===== src/rtl/sgdma_pkg.sv =====
package sgdma_pkg;
  localparam int ADDR_W      = 32;
  localparam int CNT_W       = 24;
  localparam int LEN_W       = 8;
  localparam int WORD_W      = 32;
  localparam int INSTR_BYTES = 8;

  localparam logic [7:0] OP_MOVE_RX = 8'h00;
  localparam logic [7:0] OP_MOVE_TX = 8'h01;
  localparam logic [7:0] OP_INTR    = 8'h98;

  typedef enum logic [2:0] {
    ST_IDLE, ST_FETCH, ST_DECODE, ST_WAIT, ST_XFER, ST_HALT
  } seq_state_e;

  typedef enum logic [1:0] {OPK_MOVE, OPK_INT, OPK_BAD} op_kind_e;

  function automatic op_kind_e classify(input logic [7:0] op);
    if (op == OP_MOVE_RX || op == OP_MOVE_TX) return OPK_MOVE;
    if (op == OP_INTR) return OPK_INT;
    return OPK_BAD;
  endfunction

  // length of the next burst: the programmed size, or the remainder if smaller
  function automatic logic [LEN_W-1:0] next_chunk(input logic [CNT_W-1:0] remain,
                                                  input logic [LEN_W-1:0] burst);
    if (remain < CNT_W'(burst)) return remain[LEN_W-1:0];
    return burst;
  endfunction

  // FIFO gate: room for a send, or enough stored bytes for a receive
  function automatic logic fifo_ready(input logic send, input int unsigned level,
                                      input int unsigned depth, input int unsigned need);
    if (level > depth) return 1'b0;
    if (send) return (depth - level) >= need;
    return level >= need;
  endfunction
endpackage


===== src/rtl/sgdma_ptr.sv =====
module sgdma_ptr #(
  parameter int AW   = 32,
  parameter int STEP = 8
) (
  input  logic          clk,
  input  logic          rst_n,
  input  logic          load,
  input  logic [AW-1:0] load_val,
  input  logic          adv,
  output logic [AW-1:0] ptr
);
  always_ff @(posedge clk) begin
    if (!rst_n)    ptr <= '0;
    else if (load) ptr <= load_val;
    else if (adv)  ptr <= ptr + AW'(STEP);
  end
endmodule


===== src/rtl/sgdma_mover.sv =====
module sgdma_mover
  import sgdma_pkg::*;
#(
  parameter int AW = ADDR_W,
  parameter int CW = CNT_W,
  parameter int LW = LEN_W
) (
  input  logic          clk,
  input  logic          rst_n,
  input  logic          load,
  input  logic [CW-1:0] load_cnt,
  input  logic [AW-1:0] load_addr,
  input  logic [LW-1:0] burst,
  input  logic          step,
  output logic [CW-1:0] remain,
  output logic [AW-1:0] addr,
  output logic [LW-1:0] chunk,
  output logic          last
);
  assign chunk = next_chunk(remain, burst);
  assign last  = (remain == CW'(chunk));

  always_ff @(posedge clk) begin
    if (!rst_n) begin
      remain <= '0;
      addr   <= '0;
    end else if (load) begin
      remain <= load_cnt;
      addr   <= load_addr;
    end else if (step) begin
      remain <= remain - CW'(chunk);
      addr   <= addr + AW'(chunk);
    end
  end
endmodule


===== src/rtl/sgdma_gate.sv =====
module sgdma_gate
  import sgdma_pkg::*;
#(
  parameter int FIFO_BYTES = 64,
  parameter int LVL_W      = 7,
  parameter int LW         = LEN_W
) (
  input  logic [LVL_W-1:0] level,
  input  logic [LW-1:0]    need,
  input  logic             send,
  output logic             ok
);
  assign ok = fifo_ready(send, 32'(level), 32'(FIFO_BYTES), 32'(need));
endmodule


===== src/rtl/sgdma_seq.sv =====
module sgdma_seq
  import sgdma_pkg::*;
#(
  parameter int  AW         = ADDR_W,
  parameter int  CW         = CNT_W,
  parameter int  LW         = LEN_W,
  parameter int  FIFO_BYTES = 64,
  localparam int LVL_W      = $clog2(FIFO_BYTES + 1)
) (
  input  logic             clk,
  input  logic             rst_n,
  input  logic             host_ptr_we,
  input  logic [AW-1:0]    host_ptr_wdata,
  input  logic             host_irq_clr,
  output logic             host_irq,
  output logic             host_err_illegal,
  input  logic [LW-1:0]    cfg_burst,
  input  logic [LVL_W-1:0] fifo_level,
  output logic             bm_req,
  input  logic             bm_gnt,
  output logic [AW-1:0]    bm_addr,
  output logic [LW-1:0]    bm_len,
  output logic             bm_wr,
  output logic             bm_ifetch,
  input  logic [31:0]      bm_rdata,
  input  logic             bm_rvalid,
  input  logic             bm_done
);
  seq_state_e    state, state_nx;
  logic [31:0]   w0, w1;
  logic          beat, owned, dir_send, err_q;
  logic [AW-1:0] ptr;
  logic [CW-1:0] mv_remain;
  logic [AW-1:0] mv_addr;
  logic [LW-1:0] mv_chunk;
  logic          mv_last, gate_ok;
  op_kind_e      kind;

  // named internal events
  logic bus_done, ev_start, ev_fetch_done, ev_burst_done;
  logic ev_move_load, ev_halt, ev_clear, zero_cnt;

  assign kind          = classify(w0[31:24]);
  assign zero_cnt      = (w0[CW-1:0] == '0);
  assign bus_done      = bm_done && (owned || bm_gnt);
  assign ev_start      = (state == ST_IDLE)   && host_ptr_we;
  assign ev_fetch_done = (state == ST_FETCH)  && bus_done;
  assign ev_burst_done = (state == ST_XFER)   && bus_done;
  assign ev_move_load  = (state == ST_DECODE) && (kind == OPK_MOVE);
  assign ev_halt       = (state == ST_DECODE) && (kind != OPK_MOVE);
  assign ev_clear      = (state == ST_HALT)   && host_irq_clr;

  sgdma_ptr #(.AW(AW), .STEP(INSTR_BYTES)) u_ptr (
    .clk(clk), .rst_n(rst_n), .load(ev_start), .load_val(host_ptr_wdata),
    .adv(ev_fetch_done), .ptr(ptr)
  );

  sgdma_mover #(.AW(AW), .CW(CW), .LW(LW)) u_mover (
    .clk(clk), .rst_n(rst_n), .load(ev_move_load), .load_cnt(w0[CW-1:0]),
    .load_addr(w1[AW-1:0]), .burst(cfg_burst), .step(ev_burst_done),
    .remain(mv_remain), .addr(mv_addr), .chunk(mv_chunk), .last(mv_last)
  );

  sgdma_gate #(.FIFO_BYTES(FIFO_BYTES), .LVL_W(LVL_W), .LW(LW)) u_gate (
    .level(fifo_level), .need(mv_chunk), .send(dir_send), .ok(gate_ok)
  );

  always_comb begin
    state_nx = state;
    case (state)
      ST_IDLE:   if (ev_start) state_nx = ST_FETCH;
      ST_FETCH:  if (ev_fetch_done) state_nx = ST_DECODE;
      ST_DECODE: begin
        if (kind != OPK_MOVE) state_nx = ST_HALT;
        else if (zero_cnt)    state_nx = ST_FETCH;
        else                  state_nx = ST_WAIT;
      end
      ST_WAIT:   if (gate_ok) state_nx = ST_XFER;
      ST_XFER:   if (ev_burst_done) state_nx = mv_last ? ST_FETCH : ST_WAIT;
      ST_HALT:   if (host_irq_clr) state_nx = ST_IDLE;
      default:   state_nx = ST_IDLE;
    endcase
  end

  always_ff @(posedge clk) begin
    if (!rst_n) begin
      state    <= ST_IDLE;
      w0       <= '0;
      w1       <= '0;
      beat     <= 1'b0;
      owned    <= 1'b0;
      dir_send <= 1'b0;
      err_q    <= 1'b0;
    end else begin
      state <= state_nx;
      if (bus_done)    owned <= 1'b0;
      else if (bm_gnt) owned <= 1'b1;
      if (state == ST_FETCH && bm_rvalid) begin
        if (!beat) w0 <= bm_rdata;
        else       w1 <= bm_rdata;
        beat <= ~beat;
      end
      if (ev_fetch_done) beat <= 1'b0;
      if (ev_move_load)  dir_send <= w0[24];
      if (ev_halt && kind == OPK_BAD) err_q <= 1'b1;
      else if (ev_clear)              err_q <= 1'b0;
    end
  end

  assign host_irq         = (state == ST_HALT);
  assign host_err_illegal = err_q;
  assign bm_ifetch        = (state == ST_FETCH);
  assign bm_req           = (state == ST_FETCH) || (state == ST_XFER);
  assign bm_addr          = bm_ifetch ? ptr : mv_addr;
  assign bm_len           = bm_ifetch ? LW'(INSTR_BYTES) : mv_chunk;
  assign bm_wr            = (state == ST_XFER) && !dir_send;
endmodule


===== config.mk =====
export PLATFORM = sky130hd
export DESIGN_NAME = sgdma_seq
export DESIGN_NICKNAME = d
export VERILOG_FILES = /design/src/rtl/sgdma_pkg.sv /design/src/rtl/sgdma_ptr.sv /design/src/rtl/sgdma_mover.sv /design/src/rtl/sgdma_gate.sv /design/src/rtl/sgdma_seq.sv
export SDC_FILE = /design/constraint.sdc
export NUM_CORES = 1
export LEC_CHECK = 0
export BUFFER_PORTS_ARGS = -buffer_cell sky130_fd_sc_hd__buf_2
export CAP_MARGIN = 20
export CORE_ASPECT_RATIO = 1.25
export CORE_MARGIN = 2
export CORE_UTILIZATION = 45
export DETAILED_ROUTE_END_ITERATION = 12
export MAX_ROUTING_LAYER = met4
export PLACE_DENSITY = 0.65
export RECOVER_POWER = 100
export SYNTH_ARGS = -nofsm -noshare
export SYNTH_HDL_FRONTEND = slang
export SYNTH_SLANG_ARGS = --single-unit

===== constraint.sdc =====
create_clock -name clk -period 6.5 [get_ports clk]
set_input_delay 0.325 -clock clk [delete_from_list [all_inputs] [get_ports clk]]
set_output_delay 0.325 -clock clk [all_outputs]
set_load 0.01 [all_outputs]

After elaboration in Yosys (flattened, before gate mapping) --
Index checks and enable logic that the tools add are counted.
Cells by class: bitwise logic cells 2, $lt $le $gt $ge 4, add/subtract/negate cells 4, multiplexer cells 36, reduce and logical (&&, ||, !) cells 27, equality and inequality tests 14
Operators by type and width (count):
- $mux W32 | 5
- $mux W24 | 2
- $add A32 B4 Y32 const B | 1
- $add A32 B8 Y32 | 1
- $ge A32 B8 Y1 | 1
- $eq A24 B8 Y1 | 1
- $logic_not A24 Y1 | 1
- $lt A24 B8 Y1 | 1
- $mux W8 | 3
- $sub A24 B8 Y24 | 1
- $mux W3 | 6
- $pmux W3 S6 | 1
- $mux W1 | 13
- $mux W2 | 6
- $logic_and A1 B1 Y1 | 10
- $eq A8 B1 Y1 const B | 1
- $eq A8 B8 Y1 const B | 1
- $ge A7 B8 Y1 | 1
- $logic_not A8 Y1 | 1
- $ne A2 B2 Y1 const B | 4
- $reduce_bool A2 Y1 | 4
- $sub A7 B7 Y8 const A | 1
- $gt A7 B7 Y1 const B | 1
- $eq A3 B2 Y1 const B | 2
- other kinds (12) | 18
Word-level totals: output and inout port bits 45, word-level logic and storage cells 97, flip-flop bits (word level) 159, bits of input ports 86

Logic depth before layout (Yosys ltp) --
word-level depth 10, depth in mapped cells 20, depth with buffers taken out 18

By module --
A second synthesis with hierarchy kept.
Unflattened totals: cells, all modules 1171, area, all modules 9555.4 um^2
Modules (own cells, without submodules):
- sgdma_mover | seq. area each 1121.1 um^2, times used 1, cells each 484, area each 3871.2 um^2
- sgdma_seq | seq. area each 1421.4 um^2, times used 1, cells each 405, area each 3433.3 um^2
- sgdma_ptr | seq. area each 640.6 um^2, times used 1, cells each 220, area each 1790.5 um^2
- sgdma_gate | seq. area each 0.0 um^2, times used 1, cells each 62, area each 460.4 um^2

Worst setup path after synthesis --
OpenSTA, ideal clock, no wires.
path kind reg-to-reg, start reg u_mover.remain[16], end reg u_mover.remain[14], data arrival time 4.416 ns, path slack 2.013 ns, clock period less this slack 4.487 ns, cell stages (with the launch flop) 18, required time 6.430 ns, buffers on the path 2, setup time 0.070 ns, cell sequence dfxtp_1 -> or4_4 -> or3_1 -> buf_2 -> nor4_2 -> nand2_1 -> buf_2 -> mux2i_1 -> ha_1 -> a21o_1 -> a21o_1 -> a21o_1 -> a21oi_1 -> o31ai_1 -> or2_2 -> nor4_1 -> mux2_2 -> a21oi_1
On the way: longest elaborated chain between the ends 6
RTL lines:
- from (decl) | line sgdma_mover.sv:15 | output logic [CW-1:0] remain,
- from (signal assigned) | line sgdma_mover.sv:28 | remain <= load_cnt;
- from (signal assigned) | line sgdma_mover.sv:31 | remain <= remain - CW'(chunk);
- $lt A24 B8 Y1 | line sgdma_pkg.sv:27 | if (remain < CNT_W'(burst)) return remain[LEN_W-1:0];
- $mux W1 | line sgdma_pkg.sv:27
- $mux W8 | line sgdma_pkg.sv:28 | return burst;
- $sub A24 B8 Y24 | line sgdma_mover.sv:31
- $mux W24 | line sgdma_mover.sv:30 | end else if (step) begin
- $mux W24 | line sgdma_mover.sv:27 | end else if (load) begin
No other way between the ends. The select of a mux whose other input is x is not followed. A chain may end at the register's enable or synchronous reset.

Worst setup path in the final report --
start reg u_mover.remain[16], end reg u_mover.addr[14]
On the way: longest elaborated chain between the ends 6
RTL lines:
- $lt A24 B8 Y1 | line sgdma_pkg.sv:27
- $mux W1 | line sgdma_pkg.sv:27
- $mux W8 | line sgdma_pkg.sv:28
- $add A32 B8 Y32 | line sgdma_mover.sv:32 | addr <= addr + AW'(chunk);
- $mux W32 | line sgdma_mover.sv:30
- $mux W32 | line sgdma_mover.sv:27
- to (signal assigned) | line sgdma_mover.sv:29 | addr <= load_addr;
- to (signal assigned) | line sgdma_mover.sv:32
- to (decl) | line sgdma_mover.sv:16 | output logic [AW-1:0] addr,
No other way between the ends. The select of a mux whose other input is x is not followed.

==> summary.md <==
| Metric | Value |
|---|---|
| Outcome | finished with violations |
| Failing checks | max-capacitance violations, max-slew violations |
| Setup violators final | 0 |
| Total CTS buffers | 17 |
| R2R Path Start | u_mover.remain[16] |
| Worst Hold Depth | 2 |
| DRT Pass-1 Iters | 5 |
| HP Start | bm_done |
| Max_cap viols | 4 |
| Maximum vdd drop | approximately 0.21 mV |
| Root buffer cell | clkbuf_16 |
| Final #Nets | about 1400 |
| Post-Syn Area per Cell | 7.40 µm² |
| Family with the most delay on the worst path | simple AND/OR/NAND/NOR gates |
| Synth warn | 0 |
| Final TNS setup | 0 ps |
| PostCTS Resize Cnt | 0 |
| Post-synth EDFFs | 0 |
| Avg WL per Cell | between 15 and 20 µm |
| Slew HR | -0.864 |
| R2R setup slack | roughly 700 ps |
| Synth Flop Type | dfxtp_1 |
| Buf/Inv on CP | 0 |
| Yosys reg bits | approximately 160 |
| Syn nets | between 1000 and 1500 |
| Fin. Hold Viols | 0 |
| Antenna-violating nets left | 0 |
| Clock tree buffer depth | 2 |
| Clock period minus worst slack | around 5800 ps |
| Worst slew pin tran | ~2800 ps |
| Initial antenna violation count | 1 |
| Worst Setup Path Type | register to register |
| Max-slew violation count | approximately 120 |
| Die Width | around 130 µm |
| Grt total ovfl | 0 |
| All-Layer GR Usage | 0.258 |
| RePlAce Congestion | 0.955 |
| Max Fclk | approximately 170 MHz |
| Largest net degree at the start of global routing | 105 |
| Cell count after synthesis | between 1000 and 1500 |
| Ys async rst share | 0 |
| Routed vias/inst | between 5 and 6 |
| I/O pin count | approximately 130 |
| Num Clock Sinks | 159 |
| Launching element type of the critical path | register |
| Clk_lat worst skew | between 400 and 500 ps |
| Cts hold-fix bufs | 0 |
| Req. time, crit path | about 7000 ps |
| Unrepaired setup endpoints after global routing | no |
| CTS tree | done |
| Worst path slowest cell | nor4_1 |
| Fillers | approximately 2000 |
| Vias in the first global route | between 8000 and 9000 |
| Tightest Hold Check Type | primary input to register |
| First-pass GRT wire length | 42.2 mm |
| Area delta synth->final | 14.6% |
| Port Buffers | between 100 and 150 |
| Final Instance Count excl. Fillers | between 1500 and 2000 |
| Starting DRT DRC Count | ~640 |
| WHS Endpoint | owned |
| DIE AREA | ~21000 µm² |
| Crit end category | register |
| Synth Cell Area | about 9000 µm² |
| HPWL after DPL | approximately 19 mm |
| Power Density | approximately 340 nW/µm² |
| Die height | 163 µm |
| DP Cell Count | between 1500 and 2000 |
| R2R cell count | 16 |
| Pleak | ~4.0 nW |
| H-tree depth | 4 |
| Setup bufs post-CTS | 0 |
| Number of cell rows | 58 |
| Starting density of the core | 0.455 |
| Via count | between 9000 and 10000 |
| Routed WL | approximately 27 mm |
| Worst Skew | roughly 19 ps |
| Final worst path period share | 0.894 |
| WHS | 93.8 ps |
| Synth unique cells | 74 |
| Slowest stage delay, CP | between 800 and 900 ps |
| PnR Total Power | 0.00352 W |
| R2r endpoint | u_mover.addr[14] |
| Register area share after synthesis | 0.350 |
| DRC viols | 0 |
| Crit path max fanout | 19 |
| Share of cells above drive strength 1 | 0.111 |
| Worst EP arrival | 6110 ps |
| CP cell instances | or4_4 > or3_1 > nor4_1 > nand2_1 > nand2_1 > o21ai_0 > ha_1 > ha_1 > a211oi_1 > nand3_1 > a41o_1 > a31oi_1 > a31oi_4 > and2_1 > a32oi_1 > a21oi_1 |
| Clock Pin Slew Worst Setup and Hold Paths | around 60 ps |
| Core area | 20000 µm² |
-- through the flow --
| stage | setup WS [ps] | instance area, µm² | utilization |
|---|---|---|---|
| after floorplan | 2010 | 9080 | - |
| after global placement | 1280 | 9870 | 0.495 |
| after detailed placement | 1190 | 9870 | 0.495 |
| after CTS | 1180 | 10500 | 0.524 |
| after global routing | 451 | 10400 | 0.522 |
| final | 692 | 10400 | 0.522 |
-- how the worst max path moves through the flow --
| stage | start | endpoint | slack, ps | depth (start not counted) |
|---|---|---|---|---|
| detailed placement | u_mover.remain[16] | u_mover.remain[14] | 1190 | 15 |
| global placement | u_mover.remain[16] | u_mover.remain[14] | 1280 | 15 |
| floorplan | u_mover.remain[16] | u_mover.remain[14] | 2010 | 17 |
| global route | u_mover.remain[16] | u_mover.addr[14] | 450 | 16 |
| CTS | u_mover.remain[16] | u_mover.remain[14] | 1180 | 15 |
| finish | u_mover.remain[16] | u_mover.addr[14] | 690 | 16 |
-- worst reg2reg max path: cells and delay by family (launching register included) --
family	cells	cell delay, ps
AOI/OAI and AO/OA	7	1790
adders and majority gates	2	540
DFF	1	360
and+or+nand+nor	7	3000
-- cell usage in the layout (no fill, tap or decap), types with 4 or more instances in the layout --
master,instances
dfxtp_1,159
o31ai_1,5
o211ai_1,11
a21oi_1,132
a21o_1,8
a211oi_1,25
o21a_1,8
mux2i_1,12
o21ai_0,44
and3_1,10
nand3_1,32
clkbuf_1,46
nor4_1,14
o31a_1,6
xor2_1,27
a22oi_1,25
a31oi_1,24
xnor2_1,15
nor3_1,16
nand4_1,16
ha_1,34
nand2_1,303
and4_1,6
or4_1,6
inv_1,30
and2_1,9
clkbuf_16,17
or3_1,16
a221oi_1,5
nor2_1,82
buf_4,7
nand2b_1,4
buf_2,87
nor2b_1,5
-- cell type report --
class,count,area (µm²),share of cell area
Inverter,31,119,0.0114
Clock buffer,19,443,0.0426
Antenna cell,1,2.50,0.000240
Sequential cell,159,3180,0.306
Multi-Input combinational cell,963,5470,0.525
Clock inverter,13,153,0.0147
Timing Repair Buffer,141,704,0.0677
Tap cell,270,338,0.0325
-- sequential cells by signal, summed over array words and instances (netlist names) --
register / cells
u_mover.remain: 24
state: 3
w0: 32
u_ptr.ptr: 32
dir_send: 1
owned: 1
host_err_illegal: 1
u_mover.addr: 32
w1: 32
beat: 1
-- where the power goes --
part           switching [W]  internal [W]  leakage (nW)
sequential          0.000115       0.00107          1.29
clock               0.000432      0.000585         0.292
combinational       0.000868      0.000450          2.40
total                0.00141       0.00211          3.99
-- logic make-up after synthesis --
family          Yosys count  share of synthesized area
flops                   159                      0.350
xor+xnor                 42                     0.0405
fa+ha+maj                36                     0.0492
simple gates            541                      0.269
mux                      14                     0.0157
buf+inv                 106                     0.0452
compound gates          330                      0.230
-- layer usage --
metal,GRT usage,up-vias,share of wire
met5,-,-,0
met4,0.0711,0,0.017
met3,0.0437,38,0.058
met2,0.394,264,0.46
met1,0.352,4212,0.47
li1,-,4520,-
-- cell usage after synthesis (all sizes together), types with 12 or more instances --
library cell    n  share of area
a21oi         132          0.073
nor2           86          0.037
mux2i          12          0.013
nand4          16          0.012
a31oi          26          0.021
or3            16          0.011
xor2           27          0.026
clkbuf         67          0.028
nor3           16         0.0094
o211ai         12          0.010
ha             34          0.047
a22oi          25          0.021
dfxtp         159           0.35
a211oi         25          0.021
nor4           14          0.010
xnor2          15          0.014
o21ai          48          0.027
nand2         303           0.13
nand3          32          0.018
inv            31          0.013
No activity file was read; power rests on OpenSTA's default activity.
